==> config.mk <==
export PLATFORM = sky130hd
export DESIGN_NAME = cfg_seq
export DESIGN_NICKNAME = d
export VERILOG_FILES = /design/src/rtl/cfg_seq_pkg.sv /design/src/rtl/cfg_sync.sv /design/src/rtl/cfg_bit_counter.sv /design/src/rtl/cfg_startup_timer.sv /design/src/rtl/cfg_seq.sv
export SDC_FILE = /design/constraint.sdc
export NUM_CORES = 1
export LEC_CHECK = 0
export ABC_AREA = 0
export ABC_CLOCK_PERIOD_IN_PS = 3720
export BUFFER_PORTS_ARGS = -buffer_cell sky130_fd_sc_hd__buf_2
export CAP_MARGIN = 20
export CORE_MARGIN = 2
export CORE_UTILIZATION = 44
export DETAILED_ROUTE_END_ITERATION = 7
export HOLD_SLACK_MARGIN = 0.08
export PLACE_DENSITY = 0.7
export REMOVE_ABC_BUFFERS = 1
export SETUP_SLACK_MARGIN = 0.05
export SYNTH_ARGS = -nofsm -noshare
export SYNTH_HDL_FRONTEND = slang
export SYNTH_SLANG_ARGS = --single-unit
export TNS_END_PERCENT = 50
==> constraint.sdc <==
create_clock -name clk -period 3.72 [get_ports clk]
set_input_delay 0.186 -clock clk [delete_from_list [all_inputs] [get_ports clk]]
set_output_delay 0.186 -clock clk [all_outputs]
set_load 0.005 [all_outputs]
==> src/rtl/cfg_seq_pkg.sv <==
package cfg_seq_pkg;
  typedef enum logic [2:0] {
    ST_OFF,
    ST_CLEAR,
    ST_INIT_WAIT,
    ST_LOAD,
    ST_STARTUP,
    ST_DONE,
    ST_ERROR,
    ST_PROG_HOLD
  } seq_state_t;

  // positions inside the synchroniser vector
  localparam int SY_CORE = 0;
  localparam int SY_AUX  = 1;
  localparam int SY_BANK = 2;
  localparam int SY_PROG = 3;
  localparam int SY_INIT = 4;
  localparam int SY_W    = 5;
endpackage

==> src/rtl/cfg_sync.sv <==
module cfg_sync #(
  parameter int W     = 5,
  parameter int DEPTH = 2
) (
  input  logic         clk,
  input  logic         rst_n,
  input  logic [W-1:0] d,
  output logic [W-1:0] q
);
  for (genvar b = 0; b < W; b++) begin : g_bit
    logic [DEPTH-1:0] chain;
    always_ff @(posedge clk or negedge rst_n) begin
      if (!rst_n) chain <= '0;
      else        chain <= {chain[DEPTH-2:0], d[b]};
    end
    assign q[b] = chain[DEPTH-1];
  end
endmodule

==> src/rtl/cfg_bit_counter.sv <==
module cfg_bit_counter #(
  parameter int LEN_W = 32
) (
  input  logic             clk,
  input  logic             rst_n,
  input  logic             arm,
  input  logic [LEN_W-1:0] len,
  input  logic             accept,
  output logic             last_bit
);
  logic [LEN_W-1:0] len_q;
  logic [LEN_W-1:0] cnt;

  always_ff @(posedge clk or negedge rst_n) begin
    if (!rst_n) begin
      len_q <= '0;
      cnt   <= '0;
    end else if (arm) begin
      len_q <= len;
      cnt   <= '0;
    end else if (accept) begin
      cnt <= cnt + 1'b1;
    end
  end

  // the accepted bit is the final one when the count sits one below the length
  assign last_bit = (cnt == len_q - 1'b1);

  AST_CNT_BELOW_LEN: assert property (@(posedge clk) disable iff (!rst_n)
    accept |-> (cnt < len_q));
endmodule

==> src/rtl/cfg_startup_timer.sv <==
module cfg_startup_timer #(
  parameter int CYC = 8
) (
  input  logic clk,
  input  logic rst_n,
  input  logic run,
  output logic last
);
  localparam int W = (CYC > 1) ? $clog2(CYC) : 1;
  localparam logic [W-1:0] LAST_V = W'(CYC - 1);

  logic [W-1:0] cnt;

  always_ff @(posedge clk or negedge rst_n) begin
    if (!rst_n)             cnt <= '0;
    else if (!run)          cnt <= '0;
    else if (cnt != LAST_V) cnt <= cnt + 1'b1;
  end

  assign last = run && (cnt == LAST_V);

  AST_TIMER_IN_RANGE: assert property (@(posedge clk) disable iff (!rst_n)
    run |-> (32'(cnt) < CYC));
endmodule

==> src/rtl/cfg_seq.sv <==
module cfg_seq
  import cfg_seq_pkg::*;
#(
  parameter int               LEN_W        = 32,
  parameter logic [LEN_W-1:0] MAX_LEN      = 32'hFFFF_FFE0,
  parameter int               START_CYCLES = 8,
  parameter int               SYNC_DEPTH   = 2
) (
  input  logic             clk,
  input  logic             rst_n,
  input  logic             pwr_core_ok,
  input  logic             pwr_aux_ok,
  input  logic             pwr_bank_ok,
  input  logic             prog_req_n,
  input  logic             init_sense,
  output logic             init_drive_low,
  output logic             clr_req,
  input  logic             clr_done,
  input  logic [LEN_W-1:0] bs_len,
  input  logic             bit_valid,
  input  logic             bit_data,
  output logic             bit_ready,
  output logic             load_strobe,
  output logic             load_bit,
  output logic             done,
  output logic             err
);
  seq_state_t state, nxt;

  logic [SY_W-1:0] raw_in, syn;
  logic pwr_ok, prog_s_n, init_s;
  logic accept, last_bit, tim_last, arm, len_over, len_zero;

  assign raw_in[SY_CORE] = pwr_core_ok;
  assign raw_in[SY_AUX]  = pwr_aux_ok;
  assign raw_in[SY_BANK] = pwr_bank_ok;
  assign raw_in[SY_PROG] = prog_req_n;
  assign raw_in[SY_INIT] = init_sense;

  cfg_sync #(.W(SY_W), .DEPTH(SYNC_DEPTH)) u_sync (
    .clk(clk), .rst_n(rst_n), .d(raw_in), .q(syn)
  );

  assign pwr_ok   = syn[SY_CORE] && syn[SY_AUX] && syn[SY_BANK];
  assign prog_s_n = syn[SY_PROG];
  assign init_s   = syn[SY_INIT];

  assign len_over = (bs_len > MAX_LEN);
  assign len_zero = (bs_len == '0);
  assign arm      = (state == ST_INIT_WAIT) && init_s;

  // stream handshake
  assign bit_ready   = (state == ST_LOAD);
  assign accept      = bit_valid && bit_ready;
  assign load_strobe = accept;
  assign load_bit    = bit_data;

  cfg_bit_counter #(.LEN_W(LEN_W)) u_cnt (
    .clk(clk), .rst_n(rst_n), .arm(arm), .len(bs_len),
    .accept(accept), .last_bit(last_bit)
  );

  cfg_startup_timer #(.CYC(START_CYCLES)) u_tim (
    .clk(clk), .rst_n(rst_n), .run(state == ST_STARTUP), .last(tim_last)
  );

  always_comb begin
    nxt = state;
    unique case (state)
      ST_OFF:       nxt = ST_CLEAR;
      ST_CLEAR:     if (clr_done) nxt = ST_INIT_WAIT;
      ST_INIT_WAIT: if (init_s) begin
                      if (len_over)      nxt = ST_ERROR;
                      else if (len_zero) nxt = ST_STARTUP;
                      else               nxt = ST_LOAD;
                    end
      ST_LOAD:      if (accept && last_bit) nxt = ST_STARTUP;
      ST_STARTUP:   if (tim_last) nxt = ST_DONE;
      ST_DONE:      nxt = ST_DONE;
      ST_ERROR:     nxt = ST_ERROR;
      ST_PROG_HOLD: if (prog_s_n) nxt = ST_CLEAR;
      default:      nxt = ST_OFF;
    endcase
    // supply loss outranks a program request, which outranks any stage
    if (!pwr_ok)        nxt = ST_OFF;
    else if (!prog_s_n) nxt = ST_PROG_HOLD;
  end

  always_ff @(posedge clk or negedge rst_n) begin
    if (!rst_n) state <= ST_OFF;
    else        state <= nxt;
  end

  assign init_drive_low = (state == ST_CLEAR);
  assign clr_req        = (state == ST_CLEAR);
  assign done           = (state == ST_DONE) || tim_last;
  assign err            = (state == ST_ERROR);

  AST_READY_EXCLUSIVE: assert property (@(posedge clk) disable iff (!rst_n)
    bit_ready |-> (!clr_req && !done && !err));
  AST_ERR_STICKY: assert property (@(posedge clk) disable iff (!rst_n)
    (err && prog_s_n && pwr_ok) |=> err);
  AST_DONE_STICKY: assert property (@(posedge clk) disable iff (!rst_n)
    (done && prog_s_n && pwr_ok) |=> done);
  AST_DRIVE_RELEASE: assert property (@(posedge clk) disable iff (!rst_n)
    $fell(init_drive_low) |-> ($past(clr_done) || !$past(prog_s_n) || !$past(pwr_ok)));
  AST_ABORT_QUIET: assert property (@(posedge clk) disable iff (!rst_n)
    (!prog_s_n && pwr_ok) |=> (!bit_ready && !done && !clr_req && !err));
  AST_OFF_IDLE: assert property (@(posedge clk) disable iff (!rst_n)
    !pwr_ok |=> (!clr_req && !bit_ready && !done && !err));
  AST_LOAD_AFTER_INIT: assert property (@(posedge clk) disable iff (!rst_n)
    $rose(bit_ready) |-> $past(init_s));
endmodule

# Word level (Yosys, flattened, before mapping)
# Cells that the tools add are included.
dict set report totals {
  ff_bits 80
  in_bits 42
  output_inout_bits 7
  elab_cells 53
}
dict set report classes {
  add_sub_neg 3
  magnitude_cmp 1
  eq_ne 15
  mux 13
  reduce_logical 12
}
# op count
set op_table {}
lappend op_table {{two-way mux 32 bit} 2}
lappend op_table {{adder 32 x 1 -> 32 bit (second input constant)} 1}
lappend op_table {{equality test 32 bit} 1}
lappend op_table {{> comparator 32 bit (second input constant)} 1}
lappend op_table {{logical NOT 32 bit} 1}
lappend op_table {{subtractor 32 x 1 -> 32 bit (second input constant)} 1}
lappend op_table {{two-way mux 3 bit} 10}
lappend op_table {{case mux 3 bit (7 select lines)} 1}
lappend op_table {{inequality test 4 bit (second input constant)} 4}
lappend op_table {{equality test 3 bit (second input constant)} 5}
lappend op_table {{equality test 3 x 2 -> 1 bit (second input constant)} 2}
lappend op_table {{logical AND 1 bit} 6}
lappend op_table {{AND reduction 4 bit} 1}
lappend op_table {{adder 3 x 1 -> 3 bit (second input constant)} 1}
lappend op_table {{equality test 3 x 1 -> 1 bit (second input constant)} 1}
lappend op_table {{logical NOT 3 bit} 1}
lappend op_table {{inequality test 3 bit (second input constant)} 1}
lappend op_table {{inequality test 2 bit (second input constant)} 1}
lappend op_table {{nonzero test 2 bit} 1}
lappend op_table {{OR reduction 2 bit} 1}
lappend op_table {{logical OR 1 bit} 1}

# Logic depth before layout (Yosys ltp)
dict set report depth {
  ltp_word 7
  depth_mapped 10
  depth_no_buf 10
}

# Cells and area by module
# From an unflattened synthesis, not the netlist that was laid out.
dict set report hier_totals {
  cells_unflattened 494
  area_unflattened_um2 4810.9
}
# module instances cells_each area_each_um2 seq_area_each_um2
set modules_own_cells {}
lappend modules_own_cells {cfg_bit_counter 1 403 3925.0 1601.5}
lappend modules_own_cells {cfg_seq 1 64 442.9 75.1}
lappend modules_own_cells {cfg_sync 1 15 287.8 250.2}
lappend modules_own_cells {cfg_startup_timer 1 12 155.1 75.1}

# Least setup slack after synthesis
# OpenSTA, ideal clock, no wires.
dict set report synth_timing {
  path_kind {flip-flop to flip-flop}
  startpoint {reg u_cnt.len_q[0]}
  endpoint {reg state[0]}
  setup_time_ns 0.135
  t_arrival_ns 2.557
  setup_slack_ns 1.028
  stages_incl_launch_ff 11
  n_path_buf 0
  path_cell_list {dfrtp_1 inv_1 ha_1 nor3b_1 nand4_2 or4_4 o21a_1 a2111oi_2 nand4_1 o32ai_1 a311oi_1}
}
dict set report synth_between {
  elab_chain_cells 5
}
# item line_no
set synth_lines {}
lappend synth_lines {{start: declaration} cfg_bit_counter.sv:11} ;# logic [LEN_W-1:0] len_q;
lappend synth_lines {{start signal: assignment} cfg_bit_counter.sv:19} ;# len_q <= len;
lappend synth_lines {{subtractor 32 x 1 -> 32 bit} cfg_bit_counter.sv:27} ;# assign last_bit = (cnt == len_q - 1'b1);
lappend synth_lines {{equality test 32 bit} cfg_bit_counter.sv:27}
lappend synth_lines {{logical AND 1 bit} cfg_seq.sv:77} ;# ST_LOAD: if (accept && last_bit) nxt = ST_STARTUP;
lappend synth_lines {{inequality test 4 bit (no line)} n/a}
lappend synth_lines {{AND reduction 4 bit (no line)} n/a}
lappend synth_lines {{end signal: assignment} cfg_seq.sv:91} ;# else state <= nxt;
lappend synth_lines {{end: declaration} cfg_seq.sv:28} ;# seq_state_t state, nxt;
# No other way between the ends.
# A chain may end at the register's enable or synchronous reset.

# Final worst setup path
# Ends and elaborated chain as after synthesis.

==> impl_metrics.py <==
metrics = {
    "floorplan": {
        "die_h_um": 109,
        "die_x_um": 109,
        "ios": 49,
        "initial_core_util_pct": 44.9,
        "row_count": 38,
        "core_um2": 10800,
        "die_area_um2": 11900,
    },
    "global_routing": {
        "grt_pass1_wl_mm": 19.3,
        "grt_pass1_vias": 3785,
        "grt-ovfl-total": 0,
        "antenna_found_initial": 0,
        "grt_use_total_pct": 21.3,
        "grt_start_max_net_pins": 81,
    },
    "final_layout": {
        "multi_input_area_um2": 2670,
        "final_core_util_pct": 51.2,
        "final_nets": 597,
        "final_common_cell": "dfrtp_1",
        "regArea_um2": 2000,
        "final_area_um2": 5550,
        "n_antenna_cell": 0,
        "drive_gt1_share_pct": 21.2,
        "syn2layout_area_growth_pct": 14.0,
        "nFillCells": 997,
        "final_cell_mix": "dfrtp_1 (80), nor2_1 (51), buf_2 (45)",
    },
    "synthesis": {
        "syn-cell-area_um2": 4870,
        "yosysUniqueCellTypes": 69,
        "synthArstFlopShare_pct": 100,
        "synthFlopType": "dfrtp_1",
        "synth_edf_count": 0,
        "synth_seq_cells": 80,
        "seq_area_frac_synth_pct": 41.1,
        "syn_avg_cell_area_um2": 9.72,
        "synthCells": 501,
        "yosysWarnings": 0,
    },
    "cts": {
        "cts_buffers": 9,
        "clk_latency_ps": 360,
        "clk_pin_slew_worst_paths_ps": 80,
        "cts_tree": "yes",
        "cts.path.max_buffers": 2,
        "clock-sinks": 80,
        "cts_root_buf": "clkbuf_8",
        "htreeDepth": 3,
        "cts_resized": 0,
    },
    "placement": {
        "place_area_um2": 5130,
        "dp_hpwl_mm": 8.77,
        "numPortBuffers": 46,
        "gp_congestion": 0.892,
    },
    "drt": {
        "wl_per_cell_um": 17.0,
        "wl_mm": 11.8,
        "vias": 3934,
        "drtAntennaViolNets": 0,
        "drt_iter0_markers": 277,
        "viasPerCell": 5.65,
        "first_pass_iters": 4,
        "drc": 0,
    },
    "critical_path": {
        "startpoint_type": "register",
        "cp_cell_sequence": "inv_1, ha_1, nor3b_1, nand4_2, or4_4, o21a_1, a2111oi_2, nand4_1, o32ai_1, a311oi_1",
        "critPathMaxStageDelay_ps": 510,
        "arrival_ps": 3340,
        "crit_path_max_fanout": 6,
        "worstSetupEndpointType": "register",
        "path_class": "reg -> reg",
        "path_delay_family": "simple AND/OR/NAND/NOR gates",
        "slowest_stage": "or4_4",
        "required_ps": 3950,
        "crit_buf_inv": 1,
    },
    "sta": {
        "fin_skew_ps": 10.4,
        "rsz0062_at_grt": "false",
        "fin_crit_ps": 3110,
        "fin_crit_sh_pct": 83.7,
        "max_freq_ghz": 0.321,
        "hold_viol": 0,
        "maxSlewHeadroom_pct": 50.4,
        "slew_viol_final": 0,
        "tns_ps": 0,
        "final-setup-viol-count": 0,
        "max_slew.worst_pin.slew_ps": 744,
    },
    "run_status": {
        "status": "complete, no violations",
    },
    "power_and_ir_drop": {
        "power_density_nw_per_um2": 466,
        "leakage_nw": 2.28,
        "ir_worst_vdd_v": 0.000293,
    },
    "worst_hold_path": {
        "hold_path.class": "in -> reg",
    },
    "run": {
        "maxCapViolCount": 0,
    },
}
final cells by class:
class,count,share of cell area (%)
flip-flops and latches,80,36.1
clock inverters,6,1.67
repair buffers,68,8.16
inverters,6,0.406
clock buffers,10,2.48
well taps,140,3.16
multi-input cells,386,48.1
path summary, 6_finish.rpt:
| path | cells past startpoint | end | from | slack [ps] |
|---|---|---|---|---|
| max reg2reg | 10 | state[0] | u_cnt.len_q[0] | 610 |
| max in group asynchronous | 3 | u_cnt.len_q[26] | rst_n | 2780 |
| min | 2 | u_cnt.len_q[11] | bs_len[11] | 100 |
| min in group asynchronous | 2 | u_sync.g_bit[0].chain[0] | rst_n | 330 |
| min reg2reg | 0 | u_sync.g_bit[2].chain[1] | u_sync.g_bit[2].chain[0] | 360 |
| max | 10 | state[0] | u_cnt.len_q[0] | 610 |
repair_timing:
action                    CTS  global route
hold buffers               15             2
setup buffers               0             0
hold endpoints to repair   94             2
worst reg2reg max path, cell delays in order (launching register included):
cell and delay (ps):
dfrtp_1 430, inv_1 90, ha_1 220, nor3b_1 460
nand4_2 270, or4_4 510, o21a_1 210, a2111oi_2 210
nand4_1 190, o32ai_1 320, a311oi_1 90
flip-flops by register name, summed over array words and instances, names as in the netlist:
name and count:
u_sync.g_bit.chain 10, u_cnt.len_q 32, state 3, u_cnt.cnt 32, u_tim.cnt 3
metal layers:
layer | global-route usage, % | vias to the layer above | wire, um | part of all wire [%]
met5 | 0 | - | 0 | 0
met1 | 30.1 | 1922 | 5590 | 47
li1 | - | 1925 | - | -
met2 | 33.8 | 75 | 5640 | 48
met4 | 7.32 | 0 | 176 | 1.5
met3 | 2.75 | 12 | 430 | 3.6
cells by family (layout without fill, tap and decap cells):
logic type	Yosys count	count (layout)	synth area share (%)
AO/OA/AOI/OAI	71	71	9.94
XOR/XNOR	59	59	10.6
adder cells (fa/ha/maj)	4	4	1.03
buffers and inverters	35	90	4.19
flip-flops	80	80	41.1
multiplexers	36	36	8.20
AND/OR/NAND/NOR	216	216	24.9
power breakdown:
part           internal, W  switching (W)
clock network     0.000398       0.000334
logic             0.000328       0.000329
registers         0.000984       0.000213
total              0.00171       0.000876
cell usage after synthesis (3+ instances only):
| cell | number | area share (%) |
|---|---|---|
| o21ai_0 | 16 | 1.6 |
| o2111ai_1 | 3 | 0.54 |
| inv_1 | 6 | 0.46 |
| nor3_1 | 17 | 1.7 |
| or4_1 | 4 | 0.62 |
| xnor2_1 | 29 | 5.2 |
| xor2_1 | 30 | 5.4 |
| o31ai_1 | 4 | 0.62 |
| nor2b_1 | 5 | 0.64 |
| buf_1 | 3 | 0.23 |
| nand2_1 | 23 | 1.8 |
| o21bai_1 | 3 | 0.46 |
| mux2i_1 | 5 | 1.0 |
| or3_1 | 14 | 1.8 |
| ha_1 | 4 | 1.0 |
| clkbuf_1 | 15 | 1.2 |
| dfrtp_1 | 80 | 41 |
| nand3b_1 | 4 | 0.62 |
| nand3_1 | 22 | 2.3 |
| a21oi_1 | 19 | 2.0 |
| nand2b_1 | 6 | 0.77 |
| buf_4 | 4 | 0.62 |
| mux2_2 | 31 | 7.2 |
| nor2_1 | 51 | 3.9 |
| or2_2 | 3 | 0.39 |
| nor4_1 | 17 | 2.2 |
| nor3b_1 | 5 | 0.77 |
| nand4_1 | 18 | 2.3 |
| and3_1 | 6 | 0.77 |
per-stage QoR:
| step | setup WS, ps | hold slack [ps] | power [W] | instances |
|---|---|---|---|---|
| 2_1_floorplan | -1690 | -110 | 0.00162 | 472 |
| 3_3_place_gp | 749 | 298 | 0.00184 | 662 |
| 3_5_place_dp | 585 | 295 | 0.00185 | 662 |
| 4_1_cts | 586 | 80.6 | 0.00260 | 693 |
| 5_1_grt | 355 | 84.8 | 0.00273 | 696 |
| 6_report | 608 | 97.9 | 0.00259 | 696 |
No activity file was read; power rests on OpenSTA's default activity.
